### config.mk
export PLATFORM = sky130hd
export DESIGN_NAME = irq_route_matrix
export DESIGN_NICKNAME = d
export VERILOG_FILES = /design/src/rtl/irq_route_pkg.sv /design/src/rtl/irq_cfg_fsm.sv /design/src/rtl/irq_sel_bank.sv /design/src/rtl/irq_dev_gate.sv /design/src/rtl/irq_pin_mux.sv /design/src/rtl/irq_route_matrix.sv
export SDC_FILE = /design/constraint.sdc
export NUM_CORES = 1
export LEC_CHECK = 0
export CAP_MARGIN = 20
export CORE_MARGIN = 2
export CORE_UTILIZATION = 30
export CTS_CLUSTER_DIAMETER = 50
export DETAILED_ROUTE_END_ITERATION = 10
export PLACE_DENSITY = 0.63
export SETUP_SLACK_MARGIN = 0.2
export SLEW_MARGIN = 25
export SYNTH_ARGS = -nofsm -noshare
export SYNTH_HDL_FRONTEND = slang
export SYNTH_SLANG_ARGS = --single-unit
### constraint.sdc
create_clock -name clk -period 2.64 [get_ports clk]
set_clock_uncertainty 0.15 [all_clocks]
set_input_delay 0.264 -clock clk [delete_from_list [all_inputs] [get_ports clk]]
set_output_delay 0.264 -clock clk [all_outputs]
set_load 0.02 [all_outputs]
### src/rtl/irq_route_pkg.sv
package irq_route_pkg;
    localparam int SEL_W     = 4;
    localparam int NUM_LINES = 15;
    localparam int STAT_W    = 8;
    localparam logic [7:0] SEL_INDEX = 8'h70;

    typedef enum logic [1:0] {
        KIND_FLOPPY   = 2'd0,
        KIND_PARALLEL = 2'd1,
        KIND_SERIAL   = 2'd2,
        KIND_KEYBOARD = 2'd3
    } dev_kind_e;

    typedef enum logic {
        CFG_IDLE   = 1'b0,
        CFG_ACCESS = 1'b1
    } cfg_state_e;

    // status byte bit positions, one set per device kind
    localparam int FLP_DMA_EN   = 3;
    localparam int PAR_IRQ_EN   = 4;
    localparam int PAR_SERVICE  = 2;
    localparam int PAR_EXT_MODE = 7;
    localparam int SER_OUT2     = 5;
    localparam int KBD_EN       = 0;
endpackage

### src/rtl/irq_cfg_fsm.sv
module irq_cfg_fsm
    import irq_route_pkg::*;
#(
    parameter int NUM_DEV = 4,
    parameter int DEV_W   = 3
) (
    input  logic                 clk,
    input  logic                 rst_n,
    input  logic                 bus_reset,
    input  logic                 cfg_req,
    input  logic                 cfg_we,
    input  logic [DEV_W-1:0]     cfg_dev,
    input  logic [7:0]           cfg_idx,
    input  logic [SEL_W-1:0]     cfg_wnib,
    output logic                 acc_ack,
    output logic                 acc_hit,
    output logic                 acc_wr,
    output logic [DEV_W-1:0]     acc_dev,
    output logic [SEL_W-1:0]     acc_data
);
    cfg_state_e             state_q, state_d;
    logic                   we_q;
    logic [DEV_W-1:0]       dev_q;
    logic [7:0]             idx_q;
    logic [SEL_W-1:0]       data_q;
    logic                   accept;

    assign accept = (state_q == CFG_IDLE) && cfg_req;

    // state register and request capture
    always_ff @(posedge clk or negedge rst_n) begin
        if (!rst_n) begin
            state_q <= CFG_IDLE;
            we_q    <= 1'b0;
            dev_q   <= '0;
            idx_q   <= '0;
            data_q  <= '0;
        end else begin
            if (bus_reset) begin
                state_q <= CFG_IDLE;
            end else begin
                state_q <= state_d;
            end
            if (accept && !bus_reset) begin
                we_q   <= cfg_we;
                dev_q  <= cfg_dev;
                idx_q  <= cfg_idx;
                data_q <= cfg_wnib;
            end
        end
    end

    // next state
    always_comb begin
        state_d = state_q;
        unique case (state_q)
            CFG_IDLE:   state_d = cfg_req ? CFG_ACCESS : CFG_IDLE;
            CFG_ACCESS: state_d = CFG_IDLE;
            default:    state_d = CFG_IDLE;
        endcase
    end

    // outputs
    always_comb begin
        acc_ack  = 1'b0;
        acc_hit  = 1'b0;
        acc_wr   = 1'b0;
        acc_dev  = dev_q;
        acc_data = data_q;
        unique case (state_q)
            CFG_IDLE: begin
                acc_ack = 1'b0;
            end
            CFG_ACCESS: begin
                acc_ack = 1'b1;
                acc_hit = (idx_q == SEL_INDEX) && (32'(dev_q) < NUM_DEV);
                acc_wr  = acc_hit && we_q;
            end
            default: begin
                acc_ack = 1'b0;
            end
        endcase
    end
endmodule

### src/rtl/irq_sel_bank.sv
module irq_sel_bank
    import irq_route_pkg::*;
#(
    parameter int NUM_DEV = 4,
    parameter int DEV_W   = 3
) (
    input  logic                       clk,
    input  logic                       rst_n,
    input  logic                       bus_reset,
    input  logic                       wr_en,
    input  logic [DEV_W-1:0]           wr_dev,
    input  logic [SEL_W-1:0]           wr_data,
    output logic [NUM_DEV*SEL_W-1:0]   sel_flat
);
    for (genvar d = 0; d < NUM_DEV; d++) begin : g_sel
        logic [SEL_W-1:0] sel_q;
        always_ff @(posedge clk or negedge rst_n) begin
            if (!rst_n) begin
                sel_q <= '0;
            end else if (bus_reset) begin
                sel_q <= '0;
            end else if (wr_en && (wr_dev == DEV_W'(d))) begin
                sel_q <= wr_data;
            end
        end
        assign sel_flat[d*SEL_W +: SEL_W] = sel_q;
    end
endmodule

### src/rtl/irq_dev_gate.sv
module irq_dev_gate
    import irq_route_pkg::*;
#(
    parameter dev_kind_e KIND = KIND_FLOPPY
) (
    input  logic              req,
    input  logic [STAT_W-1:0] stat,
    output logic              gated
);
    logic unused_stat_bits;
    assign unused_stat_bits = ^stat;

    if (KIND == KIND_FLOPPY) begin : g_flp
        assign gated = req && stat[FLP_DMA_EN];
    end else if (KIND == KIND_PARALLEL) begin : g_par
        assign gated = req && stat[PAR_IRQ_EN]
                       && !(stat[PAR_EXT_MODE] && stat[PAR_SERVICE]);
    end else if (KIND == KIND_SERIAL) begin : g_ser
        assign gated = req && (|stat[3:0]) && stat[SER_OUT2];
    end else begin : g_kbd
        assign gated = req && stat[KBD_EN];
    end
endmodule

### src/rtl/irq_pin_mux.sv
module irq_pin_mux
    import irq_route_pkg::*;
#(
    parameter int NUM_DEV = 4
) (
    input  logic [NUM_DEV*SEL_W-1:0] sel_flat,
    input  logic [NUM_DEV-1:0]       gated,
    output logic [NUM_LINES-1:0]     line_dat,
    output logic [NUM_LINES-1:0]     line_oe
);
    for (genvar p = 0; p < NUM_LINES; p++) begin : g_line
        always_comb begin
            line_dat[p] = 1'b0;
            line_oe[p]  = 1'b0;
            for (int d = 0; d < NUM_DEV; d++) begin
                if (sel_flat[d*SEL_W +: SEL_W] == SEL_W'(p + 1)) begin
                    line_oe[p]  = 1'b1;
                    line_dat[p] = line_dat[p] | gated[d];
                end
            end
        end
    end
endmodule

### src/rtl/irq_route_matrix.sv
module irq_route_matrix
    import irq_route_pkg::*;
#(
    parameter int NUM_DEV = 4,
    parameter int DEV_W   = 3,
    parameter logic [2*NUM_DEV-1:0] DEV_KINDS = 8'b11_10_01_00
) (
    input  logic                      clk,
    input  logic                      rst_n,
    input  logic                      bus_reset,
    input  logic                      cfg_req,
    input  logic                      cfg_we,
    input  logic [DEV_W-1:0]          cfg_dev,
    input  logic [7:0]                cfg_idx,
    input  logic [7:0]                cfg_wdata,
    output logic                      cfg_ack,
    output logic [7:0]                cfg_rdata,
    input  logic [NUM_DEV-1:0]        dev_req,
    input  logic [NUM_DEV*STAT_W-1:0] dev_stat,
    output logic [NUM_LINES-1:0]      irq_dat,
    output logic [NUM_LINES-1:0]      irq_oe
);
    logic                     acc_hit, acc_wr;
    logic [DEV_W-1:0]         acc_dev;
    logic [SEL_W-1:0]         acc_data;
    logic [NUM_DEV*SEL_W-1:0] sel_flat;
    logic [NUM_DEV-1:0]       gated;
    logic                     unused_wdata_hi;

    assign unused_wdata_hi = ^cfg_wdata[7:SEL_W];

    irq_cfg_fsm #(.NUM_DEV(NUM_DEV), .DEV_W(DEV_W)) u_fsm (
        .clk       (clk),
        .rst_n     (rst_n),
        .bus_reset (bus_reset),
        .cfg_req   (cfg_req),
        .cfg_we    (cfg_we),
        .cfg_dev   (cfg_dev),
        .cfg_idx   (cfg_idx),
        .cfg_wnib  (cfg_wdata[SEL_W-1:0]),
        .acc_ack   (cfg_ack),
        .acc_hit   (acc_hit),
        .acc_wr    (acc_wr),
        .acc_dev   (acc_dev),
        .acc_data  (acc_data)
    );

    irq_sel_bank #(.NUM_DEV(NUM_DEV), .DEV_W(DEV_W)) u_bank (
        .clk       (clk),
        .rst_n     (rst_n),
        .bus_reset (bus_reset),
        .wr_en     (acc_wr),
        .wr_dev    (acc_dev),
        .wr_data   (acc_data),
        .sel_flat  (sel_flat)
    );

    for (genvar d = 0; d < NUM_DEV; d++) begin : g_gate
        irq_dev_gate #(.KIND(dev_kind_e'(DEV_KINDS[2*d +: 2]))) u_gate (
            .req   (dev_req[d]),
            .stat  (dev_stat[d*STAT_W +: STAT_W]),
            .gated (gated[d])
        );
    end

    irq_pin_mux #(.NUM_DEV(NUM_DEV)) u_mux (
        .sel_flat (sel_flat),
        .gated    (gated),
        .line_dat (irq_dat),
        .line_oe  (irq_oe)
    );

    // read data: the addressed select, zero-extended, only on a hit
    always_comb begin
        cfg_rdata = '0;
        if (acc_hit) begin
            for (int d = 0; d < NUM_DEV; d++) begin
                if (acc_dev == DEV_W'(d)) begin
                    cfg_rdata = {{(8-SEL_W){1'b0}}, sel_flat[d*SEL_W +: SEL_W]};
                end
            end
        end
    end
endmodule

# Word level (Yosys, flattened, before mapping)
# Cells that the tools add are included.
# totals
register_bits	33
input_bits	60
out_inout_bits	39
elab_cells	282
# classes
eq_ne	64
mux	139
magnitude_cmp	1
n_reduce_logical	23
bitwise	46
# ops
operator	n
$eq 4x4->1 const B	32
$mux 1	124
$eq 4x3->1 const B	16
$or 1x1->1	45
$mux 4	9
$eq 4x2->1 const B	8
$mux 8	4
$eq 4x1->1 const B	4
$logic_and 1x1->1	15
$eq 8x7->1 const B	1
$reduce_bool 2->1	4
$eq 3x2->1 const B	2
$pmux 1 s2	2
$reduce_or 4->1	1
$eq 3x1->1 const B	1
$logic_not 3->1	1
$lt 3x3->1 const B	1
$logic_not 1->1	2
$not 1->1	1

# Logic depth before layout (Yosys ltp)
# Gate-level depths: netlist (run 1).
# logic_depth
word_depth	9
ltp_mapped	5
ltp_nobuf	3

# Hierarchy
# From an unflattened synthesis (run 1), not the netlist that was laid out.
# hier_totals
cells_unflattened	258
area_unflattened_um2	2590.0
# by_module_without_submodules
mod	area_each_um2	seq_area_each_um2	cells_per_inst	n_inst
irq_pin_mux	914.6	0.0	129	1
irq_sel_bank	745.7	400.4	61	1
irq_cfg_fsm	721.9	425.4	41	1
irq_route_matrix	162.7	0.0	20	1
irq_dev_gate at g_gate[2].u_gate	20.0	0.0	3	1
irq_dev_gate at g_gate[0].u_gate ...	6.3	0.0	1	2
irq_dev_gate at g_gate[1].u_gate	12.5	0.0	2	1

# Worst setup path before layout (run 1)
# Ideal clock, no wire load.
# synth_timing
path_type	register -> output
start	reg u_fsm.dev_q[2], in the netlist u_fsm.acc_dev[2]
end	out cfg_rdata[1]
path_slack_ns	0.662
t_required_ns	2.226
path_buffers	0
stages_incl_launch_ff	4
arrival_ns	1.564
path_cell_list	dfrtp_1 -> nor4b_4 -> nand3_1 -> a211oi_1
# synth_between
elab_chain_cells	6
elab_cells_between_ends	12
classes_between	order compare: 1; eq/ne: 3; mux: 6; reduce/logical: 2
# synth_lines
item	line	source
from (decl)	irq_cfg_fsm.sv:23	logic [DEV_W-1:0] dev_q;
from (signal assigned)	irq_cfg_fsm.sv:46	dev_q <= cfg_dev;
$logic_not 3->1	irq_route_matrix.sv:78	if (acc_dev == DEV_W'(d)) begin
$mux 4	irq_route_matrix.sv:78	
$mux 8 (3 in a row)	irq_route_matrix.sv:78	
$mux 8 *	irq_route_matrix.sv:76	if (acc_hit) begin
to (decl)	irq_route_matrix.sv:17	output logic [7:0] cfg_rdata,
# Every way passes the cells marked *; elsewhere a longest branch is shown, timed or not.

# Final worst setup path (run 1)
# layout_timing
start	in dev_stat[17]
end	out irq_dat[4]
# layout_between
elab_chain_cells	7
# layout_lines
item	line	source
from (decl)	irq_route_matrix.sv:19	input logic [NUM_DEV*STAT_W-1:0] dev_stat,
$reduce_or 4->1 *	irq_dev_gate.sv:19	assign gated = req && (|stat[3:0]) && stat[SER_OUT2];
$logic_and 1x1->1 * (2 in a row)	irq_dev_gate.sv:19	
$or 1x1->1 *	irq_pin_mux.sv:18	line_dat[p] = line_dat[p] | gated[d];
$mux 1 *	irq_pin_mux.sv:16	if (sel_flat[d*SEL_W +: SEL_W] == SEL_W'(p + 1)) begin
$or 1x1->1	irq_pin_mux.sv:18	
$mux 1 *	irq_pin_mux.sv:16	
to (decl)	irq_route_matrix.sv:20	output logic [NUM_LINES-1:0] irq_dat,
# Marks and branches as above.

==> reports/qor.txt, run 1 <==
P per Cell Area - 334 mW/mm^2
Final core occ - 42.5%
Layout Area Growth over Synthesis - 36.4%
Yosys top cell by area - dfrtp_1
Crit end category - primary output
Max IR drop VDD - 0.298 mV
Routability cong. - 0.887
# IOs - 99
#FFs+latches synth - 33
Root Driver - clkbuf_8
Routed vias/inst - 5.63
CTS HTree Levels - 2
Worst path slowest cell - clkdlybuf4s50_1
Grt met2 use - 27.4%
First-pass GRT wire length - 12600 microns
Cell count after synthesis - 262
Area of the core - 0.00830 sq mm
Sequential power share - 50.4%
Internal power - 0.000882 W
Worst path max stage delay - 0.44 ns
Period minus WS final - 2.39 ns
Die H - 96.9 microns
Buf/Inv on CP - 3
Number of distinct library cells after synthesis - 43
Routed WL - 7730 microns
WP data arrival - 1.98 ns
Die area - 0.00938 sq mm
Layout cell share with drive strength beyond 1 - 19.1%
Top delay family on crit path - buffers and inverters
Row cnt - 33
Port buffer count - 68
Initial DRC count - 147
Design area - 0.00353 sq mm
All-Layer GR Usage - 16.6%
Largest net degree at the start of global routing - 34
Synth top cells by count - dfrtp_1, nand2b_1, mux2i_1, a221o_1, o22ai_1
Pre-antenna DRT Iters - 4
Final setup TNS - 0 ns
Cell with the most instances after synthesis - dfrtp_1
RSZ-0062 raised after global routing - false
Sink Count - 33
Met3 GRT Util - 2.89%
Die width - 96.9 microns
Net Sw Frac - 25.2%
Mapped Area - 0.00259 sq mm
Global route hottest layer - met2
WL per Instance - 17.6 microns
Nets - 395
Number of flops mapped to enable cells by yosys - 0
Area after DPL - 0.00342 sq mm
CP max FO - 4
Post-synth top area share - 31.9%
Finish-stage setup viols - 0
Fin. Hold Viols - 0
Cts hold-fix bufs - 0
Cell Chain, Critical Path - clkdlybuf4s50_1, nor4_4, nor3_1, buf_4, a221o_1, dlygate4sd2_1
Share of the yosys chip area belonging to registers - 31.9%
Num CTS Buffers - 5
Crit path launch type - input pin
WP data required - 2.23 ns
Via Count - 2478
Fin crit share - 90.5%
Status - finished, final reports clean
Later-pin clock latency in the skew report - 0.28 ns
Ys Warns - 0
# diodes - 0
CTS tree - done
Ys async rst share - 100%
Max Slew Vio Count - 0
Switching power of the nets - 0.000297 W
Initial Util - 31.2%
Clock transition at path regs - 0.06 ns
Clk buf depth - 2
# Max-Cap Violations - 0
Met1 GRT Util - 21.4%
Type of the tightest min-delay check - input pin to asynchronous set/reset pin
GR Overflow Total - 0
Setup CP Type - input pin to primary output
Detailed placer's ending HPWL - 5920 microns
Clk network pwr share - 31.8%
Fill cells - 835
Largest cells by area after synthesis - dfrtp_1, mux2i_1, nand2b_1
Leak - 1.62 nW
Comb pwr share - 17.8%
Hold slack - 0.234 ns
Synth Flop Type - dfrtp_1
FMAX - 418 MHz
Vias in the first global route - 2442
Syn avg cell area - 9.88 sq um
Antenna Nets Post-Route - 0
DRC viols - 0
Initial antenna violation count - 0
flip-flops by register name (all words and copies together), names as in the netlist:
| register | count |
|---|---|
| u_fsm.state_q | 1 |
| u_fsm.acc_data | 4 |
| u_bank.g_sel.sel_q | 16 |
| u_fsm.we_q | 1 |
| u_fsm.idx_q | 8 |
| u_fsm.acc_dev | 3 |
cells in the final DEF (no fill, tap or decap), drive strengths merged, types with 3 or more instances in the layout:
master and instances:
nand4b 4, and2b 3, nand2b 30, o32ai 4, conb 4, clkdlybuf4s15 5, clkdlybuf4s50 36, dlymetal6s2s 5
nand4 5, o22ai 15, mux2i 19, dlygate4sd2 18, o221ai 9, nor2b 12, nor2 8, nor3 6
a211o 4, and2 5, clkbuf 11, a32oi 3, nand2 11, dfrtp 33, nor3b 4, a211oi 6
or2 3, a221o 15, mux2 16, buf 19, a22oi 8
path summary, 6_finish.rpt:
path	depth (start not counted)	end	slack [ns]	start
max in group asynchronous	2	u_bank.g_sel[3].sel_q[1]	1.79	rst_n
worst min register to register	1	u_fsm.acc_data[3]	0.34	u_fsm.acc_data[3]
worst max-delay path	6	irq_dat[4]	0.25	dev_stat[17]
worst min-delay path	2	u_fsm.acc_data[2]	0.23	rst_n
min in group clk	1	u_fsm.acc_data[3]	0.34	u_fsm.acc_data[3]
worst max register to register	4	u_bank.g_sel[3].sel_q[0]	0.94	u_fsm.acc_dev[2]
worst register-to-register path, cell delays in order, from the launching register on:
cell     delay, ns
dfrtp_1       0.42
nor4b_4       0.30
buf_4         0.18
and4_1        0.36
mux2i_1       0.22
what timing repair did:
item                                    in CTS  in global routing
gates resized for setup                     34                 24
pin swaps                                    1                  1
buffers inserted                             1                  1
endpoints found under the setup margin      31                 17
through the flow:
stage	setup slack, ns	cells	total power, W
after CTS	0.0324	439	0.00120
final	0.250	440	0.00118
after global placement	-0.0155	431	0.000807
after global routing	0.191	440	0.00124
after floorplan	0.662	265	0.000716
after detailed placement	-0.0436	431	0.000813
layout make-up:
| class | instances | area (sq um) | share of cell area, % |
|---|---|---|---|
| Multi-Input combinational cell | 208 | 1680 | 47.7 |
| Sequential cell | 33 | 833 | 23.6 |
| Tap cell | 105 | 131 | 3.72 |
| Clock buffer | 7 | 86.3 | 2.45 |
| Timing Repair Buffer | 87 | 793 | 22.5 |
cells by family after synthesis:
family	share of synthesized area (%)
AOI/OAI and AO/OA	21.0
buffers and inverters	4.64
DFF	31.9
muxes	15.2
other	0.145
and+or+nand+nor	27.1
power groups by stage:
stage | Sequential [W] | Clock (W) | Combinational [W]
floorplan | 0.000588 | 0 | 0.000128
global placement | 0.000602 | 0 | 0.000205
detailed placement | 0.000605 | 0 | 0.000207
CTS | 0.000596 | 0.000390 | 0.000211
global route | 0.000604 | 0.000405 | 0.000230
finish | 0.000595 | 0.000375 | 0.000210
routing by layer:
metal	share of wire [%]	vias to the layer above
met2	47	110
met1	45	1191
met3	6.5	12
li1	-	1165
met5	0	-
met4	1.7	0
(Power assumes the default switching activity.)
==> inputs of run 2 (changes only) <==
Settings changed: CORE_MARGIN 2 to 5.
==> run 2 against run 1 <==
Sequential share of layout area grew 0.11 points; die area rose by 13%; non-clock buffer count shrank 5; critical path depth increased by 1; register-to-register slack better by 0.02 ns; setup slack got worse by 0.0016 ns; sequential cell count unchanged; core utilization unchanged; clock power fell by 5.9%; largest cell class unchanged.
==> reports/qor.txt, run 2 (synthesis results as in run 1) <==
Status - finished, final reports clean
# IOs - 99
Placement Setup Slack - -0.0226 ns
GR Overflow Total - 0
FMAX - 418 MHz
Routed vias/inst - 5.63
P per Cell Area - 329 mW/mm^2
DRC viols - 0
# diodes - 0
Type of the tightest min-delay check - input pin to asynchronous set/reset pin
First-pass GRT wire length - 12200 microns
Layout Area Growth over Synthesis - 36.4%
WP data required - 2.23 ns
Row cnt - 33
Num CTS Buffers - 5
Via Count - 2455
Crit end category - primary output
Worst path most repeated cell - buf_4
Reg2Reg Launch Point - u_fsm.acc_dev[2]
Leak - 1.67 nW
Die H - 103 microns
Pre-antenna DRT Iters - 4
Commonest cells after routing, fill and taps aside - clkdlybuf4s50_1, nand2b_1, dfrtp_1, mux2i_1
Commonest non-fill, non-tap cell in the layout - clkdlybuf4s50_1
Hold slack - 0.229 ns
Setup slack after layout - 0.248 ns
Most flops, register - u_bank.g_sel.sel_q
Cts hold-fix bufs - 0
Clk buf depth - 2
Die width - 103 microns
# Max-Cap Violations - 0
Routability cong. - 0.933
Final setup TNS - 0 ns
Layout cell share with drive strength beyond 1 - 20.2%
Largest net degree at the start of global routing - 34
Max IR drop VDD - 0.392 mV
All-Layer GR Usage - 14.7%
Die area - 0.0106 sq mm
WP data arrival - 1.98 ns
Design Power - 0.00116 W
Setup CP Type - input pin to primary output
Final core occ - 42.5%
Register-to-Register Path Depth - 4
Initial DRC count - 178
Routed WL - 7850 microns
Initial antenna violation count - 0
Critical path startpoint - dev_stat[18]
Area of the core - 0.00830 sq mm
Sink Count - 33
Reg-to-reg setup timing slack - 0.96 ns
Fin. Hold Viols - 0
CP max FO - 4
Cell Chain, Critical Path - clkdlybuf4s50_1, nor4_4, buf_4, nor3_1, buf_4, a221o_1, clkdlybuf4s15_1
Max Slew Vio Count - 0
Initial Util - 31.2%
RSZ-0062 raised after global routing - true
Later-pin clock latency in the skew report - 0.28 ns
Nets - 390
WL per Instance - 18.0 microns
CTS tree - done
Fin crit share - 90.6%
CTS HTree Levels - 2
Finish-stage setup viols - 0
Antenna Nets Post-Route - 0
Worst path slowest cell - clkdlybuf4s50_1
Crit path launch type - input pin
Max reg flops - 16
Port buffer count - 68
Period minus WS final - 2.39 ns
Clock transition at path regs - 0.06 ns
Vias in the first global route - 2445
Root Driver - clkbuf_8
Worst path max stage delay - 0.45 ns
Detailed placer's ending HPWL - 6070 microns
run 2: cell count changes in the layout (fill, tap and decap cells not counted), sizes merged:
cell           previous run  this run
clkbuf                   11        14
buf                      19        14
dlymetal6s2s              5        12
dlygate4sd2              18         7
clkdlybuf4s50            36        38
run 2: final timing paths:
kind,to
hold / removal,u_fsm.acc_data[3]
min in group clk,u_fsm.acc_data[1]
hold reg to reg,u_fsm.acc_data[1]
setup / recovery,irq_dat[6]
max in group asynchronous,u_bank.g_sel[3].sel_q[0]
setup reg to reg,u_bank.g_sel[3].sel_q[0]
run 2: cell type report:
cell class / count / area, sq um
Timing Repair Buffer: 82 / 777
Clock buffer: 8 / 80.1
Sequential cell: 33 / 837
Fill cell: 814 / 4770
Tap cell: 105 / 131
Multi-Input combinational cell: 208 / 1700
run 2: worst max-delay path: cells and delay by family:
family / cells / cell delay [ns]
compound gates: 1 / 0.32
buf+inv: 4 / 1.08
simple gates: 2 / 0.32
run 2: metal layers:
metal	global-route usage [%]	up-vias	share of wire, %
met1	18.5	1186	42
met4	4.48	0	1.1
met5	0	-	0
met2	25.1	101	49
li1	-	1158	-
met3	3.45	10	8.5
run 2: power breakdown:
part	switching (W)	internal, W	total, W
Combinational	0.0000867	0.000125	0.000212
Sequential	0.0000441	0.000551	0.000595
Clock	0.000166	0.000187	0.000353
run 2: what timing repair did:
action / 4_1_cts / 5_1_grt
buffers inserted: 0 / 1
resized for setup: 28 / 40
pin swaps: 0 / 1
setup endpoints to repair: 29 / 28
run 2: metrics by stage:
step / instance area (sq um) / instances
after CTS: 3480 / 435
after detailed placement: 3390 / 427
after floorplan: 2600 / 265
after global routing: 3530 / 436
after global placement: 3390 / 427
final: 3530 / 436
